## config.mk

```make
export PLATFORM = sky130hd
export DESIGN_NAME = edge_event_stamper
export DESIGN_NICKNAME = d
export VERILOG_FILES = /design/src/rtl/eet_pkg.sv /design/src/rtl/eet_edge_detect.sv /design/src/rtl/eet_event_slots.sv /design/src/rtl/eet_rec_fifo.sv /design/src/rtl/edge_event_stamper.sv
export SDC_FILE = /design/constraint.sdc
export NUM_CORES = 1
export LEC_CHECK = 0
export BUFFER_PORTS_ARGS = -buffer_cell sky130_fd_sc_hd__buf_2
export CAP_MARGIN = 25
export CORE_ASPECT_RATIO = 1.4
export CORE_MARGIN = 5
export CORE_UTILIZATION = 38
export DETAILED_ROUTE_END_ITERATION = 6
export PLACE_DENSITY = 0.56
export SYNTH_ARGS = -nofsm -noshare
export SYNTH_HDL_FRONTEND = slang
export SYNTH_SLANG_ARGS = --single-unit
export TNS_END_PERCENT = 50
```

## constraint.sdc

```tcl
create_clock -name clk -period 9.14 [get_ports clk]
set_input_delay 1.828 -clock clk [delete_from_list [all_inputs] [get_ports clk]]
set_output_delay 1.828 -clock clk [all_outputs]
set_load 0.05 [all_outputs]
```

## src/rtl/eet_pkg.sv

```systemverilog
// Shared constants and the record layout of the edge event timestamper.
// Assumes a 32-bit record with a 3-bit channel index and one direction bit.
package eet_pkg;
    localparam int MAX_CH   = 8;
    localparam int CH_IDX_W = 3;
    localparam int REC_W    = 32;
    localparam int TS_W     = REC_W - CH_IDX_W - 1;

    typedef struct packed {
        logic [CH_IDX_W-1:0] ch;
        logic                rising;
        logic [TS_W-1:0]     ts;
    } rec_t;
endpackage

```

## src/rtl/eet_edge_detect.sv

```systemverilog
// Per-channel transition detector. Compares the current level with the level
// registered on the previous edge and qualifies each change with the edge-type
// control. Assumes the inputs are already synchronous. Channels at or above
// NUM_CH are tied off.
module eet_edge_detect
    import eet_pkg::*;
#(
    parameter int NUM_CH = 8
) (
    input  logic              clk,
    input  logic              rst_n,
    input  logic [MAX_CH-1:0] lvl_in,
    input  logic [1:0]        edge_sel,
    output logic [MAX_CH-1:0] ev_o,
    output logic [MAX_CH-1:0] rising_o
);
    logic [MAX_CH-1:0] prev;

    // Hold the level seen on the previous edge.
    always_ff @(posedge clk) begin
        if (!rst_n) prev <= '0;
        else        prev <= lvl_in;
    end

    for (genvar c = 0; c < MAX_CH; c++) begin : g_ch
        if (c < NUM_CH) begin : g_on
            logic up, down;
            assign up          = lvl_in[c] & ~prev[c];
            assign down        = ~lvl_in[c] & prev[c];
            assign ev_o[c]     = (up & edge_sel[1]) | (down & edge_sel[0]);
            assign rising_o[c] = up;
        end else begin : g_off
            assign ev_o[c]     = 1'b0;
            assign rising_o[c] = 1'b0;
        end
    end


    ev_needs_change_chk: assert property (@(posedge clk) disable iff (!rst_n)
        (ev_o & ~(lvl_in ^ prev)) == '0);
endmodule

```

## src/rtl/eet_event_slots.sv

```systemverilog
// One holding slot per channel. Each slot keeps the direction and timestamp
// of one detected event. Every cycle the lowest-numbered full slot is granted
// and emptied. A new event for a slot that is still full and not granted is
// reported as a drop. Assumes the caller accepts or discards the grant in the
// same cycle.
module eet_event_slots
    import eet_pkg::*;
(
    input  logic              clk,
    input  logic              rst_n,
    input  logic [MAX_CH-1:0] ev_i,
    input  logic [MAX_CH-1:0] rising_i,
    input  logic [TS_W-1:0]   ts_now,
    output logic              gnt_valid,
    output rec_t              gnt_rec,
    output logic              busy_drop
);
    logic [MAX_CH-1:0] sv;
    logic [MAX_CH-1:0] sdir;
    logic [TS_W-1:0]   sts [MAX_CH];
    logic [MAX_CH-1:0] gnt;
    logic [CH_IDX_W-1:0] gnt_idx;

    // Priority pick of the lowest-numbered full slot.
    always_comb begin
        logic found;
        found   = 1'b0;
        gnt     = '0;
        gnt_idx = '0;
        for (int i = 0; i < MAX_CH; i++) begin
            if (sv[i] && !found) begin
                found   = 1'b1;
                gnt[i]  = 1'b1;
                gnt_idx = CH_IDX_W'(i);
            end
        end
    end

    assign gnt_valid      = |sv;
    assign gnt_rec.ch     = gnt_idx;
    assign gnt_rec.rising = sdir[gnt_idx];
    assign gnt_rec.ts     = sts[gnt_idx];
    assign busy_drop      = |(ev_i & sv & ~gnt);

    // Load slots on new events and empty the granted one.
    always_ff @(posedge clk) begin
        if (!rst_n) begin
            sv   <= '0;
            sdir <= '0;
            for (int i = 0; i < MAX_CH; i++) sts[i] <= '0;
        end else begin
            for (int i = 0; i < MAX_CH; i++) begin
                if (ev_i[i] && (!sv[i] || gnt[i])) begin
                    sv[i]   <= 1'b1;
                    sdir[i] <= rising_i[i];
                    sts[i]  <= ts_now;
                end else if (gnt[i]) begin
                    sv[i] <= 1'b0;
                end
            end
        end
    end


    grant_onehot_chk: assert property (@(posedge clk) disable iff (!rst_n)
        $onehot0(gnt));

    grant_empties_chk: assert property (@(posedge clk) disable iff (!rst_n)
        (gnt_valid && !ev_i[gnt_idx]) |=> !sv[$past(gnt_idx)]);
endmodule

```

## src/rtl/eet_rec_fifo.sv

```systemverilog
// Synchronous record queue with first-word presentation: the head entry is
// visible whenever the queue is not empty. Assumes DEPTH is a power of two and
// that the writer never pushes when full and the reader never pops when empty.
module eet_rec_fifo #(
    parameter int W     = 32,
    parameter int DEPTH = 32
) (
    input  logic         clk,
    input  logic         rst_n,
    input  logic         wr_en,
    input  logic [W-1:0] wr_data,
    input  logic         rd_en,
    output logic [W-1:0] rd_data_o,
    output logic         empty_o,
    output logic         full_o
);
    localparam int AW = $clog2(DEPTH);

    logic [W-1:0]  mem [DEPTH];
    logic [AW-1:0] wr_ptr, rd_ptr;
    logic [AW:0]   cnt;

    assign empty_o   = (cnt == '0);
    assign full_o    = (cnt == (AW+1)'(DEPTH));
    assign rd_data_o = mem[rd_ptr];

    // Storage write, no reset needed for the data array.
    always_ff @(posedge clk) begin
        if (wr_en) mem[wr_ptr] <= wr_data;
    end

    // Pointer and occupancy bookkeeping.
    always_ff @(posedge clk) begin
        if (!rst_n) begin
            wr_ptr <= '0;
            rd_ptr <= '0;
            cnt    <= '0;
        end else begin
            if (wr_en) wr_ptr <= wr_ptr + 1'b1;
            if (rd_en) rd_ptr <= rd_ptr + 1'b1;
            cnt <= cnt + (AW+1)'(wr_en) - (AW+1)'(rd_en);
        end
    end


    fifo_no_overflow_chk: assert property (@(posedge clk) disable iff (!rst_n)
        wr_en |-> !full_o);

    fifo_no_underflow_chk: assert property (@(posedge clk) disable iff (!rst_n)
        rd_en |-> !empty_o);

    head_hold_chk: assert property (@(posedge clk) disable iff (!rst_n)
        (!empty_o && !rd_en) |=> $stable(rd_data_o));
endmodule

```

## src/rtl/edge_event_stamper.sv

```systemverilog
// Top level of the edge event timestamper. Runs the free-running timestamp,
// detects qualified edges, moves slot records into the queue under the
// per-frame limit and the queue capacity, and keeps the sticky loss flag.
// Assumes sync_pulse and out_ready are synchronous to clk.
module edge_event_stamper
    import eet_pkg::*;
#(
    parameter int NUM_CH        = 8,
    parameter int FRAME_LIMIT   = 512,
    parameter int FIFO_DEPTH    = 32,
    parameter bit HAS_LOSS_FLAG = 1'b1
) (
    input  logic             clk,
    input  logic             rst_n,
    input  logic [7:0]       lvl_in,
    input  logic [1:0]       edge_sel,
    input  logic             sync_pulse,
    input  logic             out_ready,
    output logic [REC_W-1:0] rec_data,
    output logic             rec_valid,
    output logic             loss_err
);
    localparam int CNT_W = $clog2(FRAME_LIMIT + 1);

    logic [TS_W-1:0]   tick;
    logic [MAX_CH-1:0] ev, rising;
    logic              gnt_valid, busy_drop;
    rec_t              gnt_rec;
    logic              q_empty, q_full, q_wr, q_rd;
    logic [CNT_W-1:0]  frame_cnt, cnt_eff;
    logic              accept, drop_now, loss_q;

    // Free-running timestamp counter.
    always_ff @(posedge clk) begin
        if (!rst_n) tick <= '0;
        else        tick <= tick + 1'b1;
    end

    eet_edge_detect #(.NUM_CH(NUM_CH)) u_detect (
        .clk      (clk),
        .rst_n    (rst_n),
        .lvl_in   (lvl_in),
        .edge_sel (edge_sel),
        .ev_o     (ev),
        .rising_o (rising)
    );

    eet_event_slots u_slots (
        .clk       (clk),
        .rst_n     (rst_n),
        .ev_i      (ev),
        .rising_i  (rising),
        .ts_now    (tick),
        .gnt_valid (gnt_valid),
        .gnt_rec   (gnt_rec),
        .busy_drop (busy_drop)
    );

    // Admission: a sync edge opens a new frame before this cycle's record counts.
    always_comb begin
        cnt_eff  = sync_pulse ? '0 : frame_cnt;
        accept   = gnt_valid && !q_full && (cnt_eff < CNT_W'(FRAME_LIMIT));
        drop_now = busy_drop || (gnt_valid && !accept);
    end

    assign q_wr = accept;
    assign q_rd = out_ready && !q_empty;

    eet_rec_fifo #(.W(REC_W), .DEPTH(FIFO_DEPTH)) u_fifo (
        .clk       (clk),
        .rst_n     (rst_n),
        .wr_en     (q_wr),
        .wr_data   (gnt_rec),
        .rd_en     (q_rd),
        .rd_data_o (rec_data),
        .empty_o   (q_empty),
        .full_o    (q_full)
    );

    assign rec_valid = !q_empty;

    // Per-frame admission counter.
    always_ff @(posedge clk) begin
        if (!rst_n) frame_cnt <= '0;
        else        frame_cnt <= cnt_eff + CNT_W'(accept);
    end

    // Sticky loss flag: a drop sets it, and a sync edge without a drop clears it.
    always_ff @(posedge clk) begin
        if (!rst_n)          loss_q <= 1'b0;
        else if (drop_now)   loss_q <= 1'b1;
        else if (sync_pulse) loss_q <= 1'b0;
    end

    if (HAS_LOSS_FLAG) begin : g_loss
        assign loss_err = loss_q;
    end else begin : g_noloss
        assign loss_err = 1'b0;
    end


    frame_limit_chk: assert property (@(posedge clk) disable iff (!rst_n)
        frame_cnt <= CNT_W'(FRAME_LIMIT));

    sync_clear_chk: assert property (@(posedge clk) disable iff (!rst_n)
        (sync_pulse && !drop_now) |=> !loss_q);

    loss_cause_chk: assert property (@(posedge clk) disable iff (!rst_n)
        $rose(loss_q) |-> $past(drop_now));

    valid_hold_chk: assert property (@(posedge clk) disable iff (!rst_n)
        (rec_valid && !out_ready) |=> rec_valid);
endmodule

```

==> results of run 1 <==
-- metal layers --
metal  vias up  global-route usage  share of wire
li1      11200                   -              -
met1     14200               0.229           0.39
met2       884               0.328           0.53
met3       212              0.0273          0.051
met4         0              0.0614          0.031
met5         -                   0              0
-- area by class of cell --
| cell class | instances | area, µm² | share of cell area |
|---|---|---|---|
| Sequential cell | 1332 | 39200 | 0.649 |
| Tap cell | 1793 | 2240 | 0.0372 |
| Inverter | 49 | 184 | 0.00305 |
| Clock buffer | 169 | 3550 | 0.0588 |
| Clock inverter | 68 | 767 | 0.0127 |
| Timing Repair Buffer | 145 | 1240 | 0.0206 |
| Multi-Input combinational cell | 1174 | 13200 | 0.219 |
| Antenna cell | 3 | 7.51 | 0.000124 |
-- path summary, 6_finish.rpt --
| kind | end | cells past startpoint |
|---|---|---|
| setup / recovery | rec_data[2] | 5 |
| hold / removal | tick[0] | 1 |
| setup reg to reg | u_fifo.mem[13][24] | 8 |
| hold reg to reg | tick[0] | 1 |
-- critical path, stage by stage (launching register included) --
cell,delay [ns]
sky130_fd_sc_hd__dfxtp_4,0.63
sky130_fd_sc_hd__buf_12,0.63
sky130_fd_sc_hd__mux4_2,0.63
sky130_fd_sc_hd__mux4_2,0.49
sky130_fd_sc_hd__mux2_2,0.35
sky130_fd_sc_hd__buf_2,0.24
-- sequential cells by signal (all words and copies together) (netlist names), named ones only --
register,cells
frame_cnt,10
u_slots.sdir,8
tick,28
u_fifo.wr_ptr,5
u_fifo.rd_ptr,5
u_detect.prev,8
u_slots.sts,224
u_fifo.cnt,6
u_slots.sv,8
loss_err,1
u_fifo.mem,1024
-- through the flow --
| step | utilization | hold WS, ns | std cells | setup WS, ns |
|---|---|---|---|---|
| 2_1_floorplan | - | 0.426 | 2718 | 4.59 |
| 3_3_place_gp | 0.405 | 0.475 | 4479 | 3.68 |
| 3_5_place_dp | 0.407 | 0.490 | 4491 | 3.69 |
| 4_1_cts | 0.438 | 0.502 | 4728 | 2.85 |
| 5_1_grt | 0.439 | 0.505 | 4731 | 3.15 |
| 6_report | 0.439 | 0.497 | 4733 | 3.40 |
-- Yosys cell counts (4+ instances only) --
master                         n  area share
sky130_fd_sc_hd__edfxtp_1   1248        0.71
sky130_fd_sc_hd__mux4_2      320        0.14
sky130_fd_sc_hd__nor2_1      270       0.019
sky130_fd_sc_hd__clkbuf_1    115      0.0082
sky130_fd_sc_hd__dfxtp_1      84       0.032
sky130_fd_sc_hd__nand2_1      69      0.0049
sky130_fd_sc_hd__mux2_2       61       0.013
sky130_fd_sc_hd__a211oi_1     58      0.0083
sky130_fd_sc_hd__inv_1        48      0.0034
sky130_fd_sc_hd__and3_1       37      0.0044
sky130_fd_sc_hd__mux2i_1      37      0.0070
sky130_fd_sc_hd__buf_2        36      0.0034
sky130_fd_sc_hd__o2bb2ai_1    32      0.0053
sky130_fd_sc_hd__a31o_2       29      0.0048
sky130_fd_sc_hd__o22ai_1      29      0.0034
sky130_fd_sc_hd__xnor2_1      25      0.0042
sky130_fd_sc_hd__a21boi_1     20      0.0029
sky130_fd_sc_hd__a21oi_1      19      0.0018
sky130_fd_sc_hd__ha_1         17      0.0040
sky130_fd_sc_hd__nand3_1      17      0.0016
sky130_fd_sc_hd__xor2_1       15      0.0025
sky130_fd_sc_hd__and2_1       12      0.0014
sky130_fd_sc_hd__a21boi_0     10      0.0014
sky130_fd_sc_hd__nor2b_1      10      0.0012
sky130_fd_sc_hd__nor4_1        9      0.0011
sky130_fd_sc_hd__o21ai_0       9     0.00086
sky130_fd_sc_hd__buf_1         8     0.00057
sky130_fd_sc_hd__nand2b_1      7     0.00083
sky130_fd_sc_hd__nand4_1       7     0.00083
sky130_fd_sc_hd__nor3_1        7     0.00067
sky130_fd_sc_hd__or3_1         6     0.00071
sky130_fd_sc_hd__a2bb2oi_1     4     0.00067
sky130_fd_sc_hd__buf_6         4     0.00086
sky130_fd_sc_hd__nand3b_1      4     0.00057
-- kinds of logic after synthesis --
family | share of synthesized area
xor gates and xnor gates | 0.00665
muxes | 0.157
buffers and inverters | 0.0165
and+or+nand+nor | 0.0396
DFF | 0.744
adders and majority gates | 0.00442
AOI/OAI and AO/OA | 0.0324
-- power groups by stage --
stage | registers, mW | logic [mW] | clock network (mW)
global route | 7.43 | 3.74 | 5.80
finish | 7.41 | 3.52 | 5.45
floorplan | 7.50 | 2.35 | 0
CTS | 7.45 | 3.56 | 5.55
detailed placement | 7.58 | 3.55 | 0
global placement | 7.56 | 3.44 | 0
==> impl_metrics.env, run 1 <==
export IMPL_power_share_sequential=0.453
export IMPL_worst_hold_startpoint="tick[0]"
export IMPL_boundaryPins=48
export IMPL_clock_sink_count=1332
export IMPL_yosys_cell_types_count=54
export IMPL_post_synthesis_net_count=2750
export IMPL_drt_initial_drc_count=2589
export IMPL_gp_congestion=0.768
export IMPL_maxClockFrequency_mhz=174
export IMPL_design_area_um2=60400
export IMPL_number_of_h_tree_levels=4
export IMPL_average_vias_per_placed_instance=5.59
export IMPL_drt_pre_antenna_iters=6
export IMPL_finalClockSkew_ns=0.0249
export IMPL_syn_instance_count=2718
export IMPL_most_common_cell_after_layout_fill_and_taps_aside="sky130_fd_sc_hd__edfxtp_1"
export IMPL_tritoncts_clock_tree="yes"
export IMPL_place_detailed_hpwl_um=75200
export IMPL_final_cell_mix="sky130_fd_sc_hd__edfxtp_1 (1248), sky130_fd_sc_hd__mux4_2 (320), sky130_fd_sc_hd__nor2_1 (236)"
export IMPL_hold_class="reg -> reg"
export IMPL_wl_um=135000
export IMPL_p_comb_frac=0.215
export IMPL_timing_worst_setup_path_type="reg -> out"
export IMPL_dr_total_vias=26400
export IMPL_global_route_usage_total=0.183
export IMPL_rrSetupSlack_ns=5.07
export IMPL_clkPwrFrac=0.332
export IMPL_critical_path_max_fanout=94
export IMPL_global_route_overflow_total=0
export IMPL_net_sw_frac=0.281
export IMPL_syn_avg_cell_area_um2=19.4
export IMPL_design_core_area_um2=138000
export IMPL_ys_async_sr_fraction=0
export IMPL_crit_path_start_kind="flip-flop"
export IMPL_die_area_um2=146000
export IMPL_ys_seq_elements=1332
export IMPL_clock_period_minus_final_worst_setup_slack_ns=5.74
export IMPL_cts_post_setup_buffers_inserted=0
export IMPL_first_global_vias=28000
export IMPL_net_switching_power_mw=4.61
export IMPL_post_syn_area_um2=52700
export IMPL_worstSetupEndpointType="output pin"
export IMPL_die_height_um=450
export IMPL_vdd_ir_drop_max_v=0.000167
export IMPL_synth_seq_area_share=0.744
export IMPL_static_leakage_power_nw=19.2
export IMPL_worst_ep_arrival_time_ns=3.92
export IMPL_drc=0
export IMPL_hold_violations=0
export IMPL_clock_tree_root_cell="sky130_fd_sc_hd__clkbuf_16"
export IMPL_number_of_max_capacitance_violations_reported=0
export IMPL_synth_edff_count=1248
export IMPL_cts_made_buffers=130
export IMPL_post_layout_total_power_mw=16.4
export IMPL_post_drt_wl_per_cell_um=28.5
export IMPL_p_per_area_nw_per_um2=271
export IMPL_setup_viol=0
export IMPL_outcome="complete, no violations"
export IMPL_resized_gates_after_cts=0
export IMPL_num_fill_cells=11700
export IMPL_yosys_warnings=0
export IMPL_chipWidth_um=325
export IMPL_design_final_nets=2864
export IMPL_timing_max_transition_violations_final=0
export IMPL_ctsHoldBuffers=0
export IMPL_grt_setup_unrepaired="false"
export IMPL_regToRegStartpoint="u_slots.sv[1]"
export IMPL_detailed_place_area_um2=56000
export IMPL_rows=161
export IMPL_io_buffer_count=47
export IMPL_area_delta_synth_final_pct=14.6
export IMPL_grt_start_max_net_pins=110
export IMPL_top_ff_cell_synth="sky130_fd_sc_hd__edfxtp_1"
export IMPL_ctsLongestPathBuffers=3
export IMPL_cp_required_ns=7.31
export IMPL_antenna_found_initial=2
export IMPL_timing_setup_tns_ns=0
export IMPL_p_int_mw=11.8
export IMPL_tightest_slew_ns=1.04
export IMPL_initial_utilization=0.383
export IMPL_slew_limit_headroom=0.305
export IMPL_grt_first_pass_wirelength_um=196000
export IMPL_clk_latency_ns=0.75
export IMPL_clk_pin_slew_worst_paths_ns=0.06
export IMPL_min_period_over_period=0.628
export IMPL_ant_nets=0
export IMPL_layout_drive_gt1_share=0.288
No activity file was read; power rests on OpenSTA's default activity.
==> inputs of run 2 (changes only) <==
==> constraint.sdc (replaced) <==
create_clock -name clk -period 5.8 [get_ports clk]
set_input_delay 1.16 -clock clk [delete_from_list [all_inputs] [get_ports clk]]
set_output_delay 1.16 -clock clk [all_outputs]
set_load 0.05 [all_outputs]
==> run 2 against run 1 <==
- non-clock buffer count up 26
- clock power is 55% higher
- flip-flop and latch count unchanged
- sequential power increased by 58%
- design area grew 0.46%
- worst hold slack lost 0.020 ns
- utilization grew 0.20 points
- clock skew grew 0.015 ns
- power grew 58%
==> impl_metrics.env, run 2 (synthesis gave the netlist of run 1 again) <==
export IMPL_outcome="complete, no violations"
export IMPL_num_fill_cells=11700
export IMPL_clk_latency_ns=0.77
export IMPL_design_final_nets=2890
export IMPL_slew_limit_headroom=0.310
export IMPL_post_drt_wl_per_cell_um=27.4
export IMPL_crit_path_start_kind="flip-flop"
export IMPL_io_buffer_count=47
export IMPL_average_vias_per_placed_instance=5.55
export IMPL_timing_max_transition_violations_final=0
export IMPL_drt_pre_antenna_iters=5
export IMPL_net_sw_frac=0.285
export IMPL_ctsLongestPathBuffers=3
export IMPL_p_int_mw=18.5
export IMPL_cp_required_ns=4.64
export IMPL_dr_total_vias=26400
export IMPL_antenna_found_initial=3
export IMPL_post_layout_total_power_mw=25.9
export IMPL_gp_congestion=0.772
export IMPL_most_common_cell_after_layout_fill_and_taps_aside="sky130_fd_sc_hd__edfxtp_1"
export IMPL_p_per_area_nw_per_um2=427
export IMPL_vdd_ir_drop_max_v=0.000316
export IMPL_hold_violations=0
export IMPL_clock_sink_count=1332
export IMPL_cts_made_buffers=130
export IMPL_layout_drive_gt1_share=0.286
export IMPL_die_area_um2=146000
export IMPL_global_route_overflow_total=0
export IMPL_design_core_area_um2=138000
export IMPL_area_delta_synth_final_pct=15.2
export IMPL_timing_worst_setup_path_type="reg -> out"
export IMPL_initial_utilization=0.383
export IMPL_critical_path_max_fanout=27
export IMPL_wl_um=130000
export IMPL_tritoncts_clock_tree="yes"
export IMPL_rows=161
export IMPL_boundaryPins=48
export IMPL_maxClockFrequency_mhz=201
export IMPL_worst_ep_arrival_time_ns=3.81
export IMPL_static_leakage_power_nw=19.4
export IMPL_worstSetupEndpointType="output pin"
export IMPL_setup_viol=0
export IMPL_first_global_vias=28100
export IMPL_tightest_slew_ns=1.04
export IMPL_final_instance_count_excl_fill=4755
export IMPL_final_cell_mix="sky130_fd_sc_hd__edfxtp_1 (1248), sky130_fd_sc_hd__mux4_2 (320), sky130_fd_sc_hd__nor2_1 (236)"
export IMPL_dpl_cell_count=4518
export IMPL_net_switching_power_mw=7.39
export IMPL_grt_setup_unrepaired="false"
export IMPL_largest_registers="u_fifo.mem (1024), u_slots.sts (224), tick (28)"
export IMPL_chipWidth_um=325
export IMPL_clock_tree_root_cell="sky130_fd_sc_hd__clkbuf_16"
export IMPL_drc=0
export IMPL_clkPwrFrac=0.327
export IMPL_min_period_over_period=0.856
export IMPL_p_comb_frac=0.221
export IMPL_timing_setup_tns_ns=0
export IMPL_clk_pin_slew_worst_paths_ns=0.06
export IMPL_drt_initial_drc_count=2208
export IMPL_die_height_um=450
export IMPL_global_route_usage_total=0.177
export IMPL_hold_class="reg -> reg"
export IMPL_resized_gates_after_cts=0
export IMPL_place_detailed_hpwl_um=76700
export IMPL_finalClockSkew_ns=0.0398
export IMPL_cts_post_setup_buffers_inserted=0
export IMPL_number_of_max_capacitance_violations_reported=0
export IMPL_registers_top_by_ff_count="u_fifo.mem"
export IMPL_ant_nets=0
export IMPL_number_of_flip_flops_in_the_largest_register=1024
export IMPL_clock_period_minus_final_worst_setup_slack_ns=4.97
export IMPL_power_share_sequential=0.452
export IMPL_grt_start_max_net_pins=146
export IMPL_number_of_h_tree_levels=4
export IMPL_utilization=0.441
export IMPL_grt_first_pass_wirelength_um=192000
export IMPL_ctsHoldBuffers=0
-- run 2: cell count changes in the layout (fill, tap and decap cells not counted), sizes merged --
cell / delta
buf: +26
clkinv: +11
clkbuf: -8
clkinvlp: -7
inv: +3
diode: -2
bufinv: -1
-- run 2: worst max-delay path, stage by stage, from the launching register on --
cell and delay, ns:
sky130_fd_sc_hd__dfxtp_4 0.70, sky130_fd_sc_hd__buf_12 0.29, sky130_fd_sc_hd__buf_12 0.28, sky130_fd_sc_hd__mux4_2 0.55, sky130_fd_sc_hd__mux4_2 0.53, sky130_fd_sc_hd__mux2_2 0.38
sky130_fd_sc_hd__buf_2 0.25
-- run 2: power groups by stage --
stage	combinational (mW)	sequential (mW)	clock, mW
CTS	5.87	11.7	8.68
global placement	5.78	11.9	0
detailed placement	5.85	11.9	0
floorplan	3.70	11.8	0
finish	5.73	11.7	8.47
global route	6.09	11.7	9.06
-- run 2: worst paths after layout --
| kind | start | slack [ns] | cells past startpoint | to |
|---|---|---|---|---|
| worst max-delay path | flip-flop | 0.83 | 6 | rec_data[30] |
| worst min-delay path | tick[0] | 0.48 | 1 | tick[0] |
| worst max register to register | u_slots.sv[2] | 2.16 | 7 | u_fifo.mem[6][27] |
| worst min register to register | tick[0] | 0.48 | 1 | tick[0] |
-- run 2: cell type report --
type / instances / area [µm²] / area share
timing repair buffer: 171 / 1590 / 0.0262
tap: 1793 / 2240 / 0.0370
clock buffer: 161 / 3430 / 0.0566
multi-input combinational: 1174 / 13200 / 0.218
clock inverter: 74 / 835 / 0.0138
sequential: 1332 / 39200 / 0.646
inverter: 49 / 184 / 0.00303
antenna: 1 / 2.50 / 0.0000413
-- run 2: per-stage QoR --
step / setup slack (ns) / hold WS [ns] / cell area [µm²]
after global routing: 0.625 / 0.530 / 60700
after floorplan: 1.82 / 0.426 / 52700
final: 0.834 / 0.477 / 60700
after CTS: 0.690 / 0.487 / 60600
after global placement: 1.56 / 0.446 / 56300
after detailed placement: 1.55 / 0.474 / 56400
-- run 2: metal layers --
layer	global-route usage	wire, µm	up-vias
li1	-	-	11200
met2	0.326	70400	757
met3	0.0262	5980	175
met5	0	27	-
met1	0.221	51300	14200
met4	0.0434	2580	4
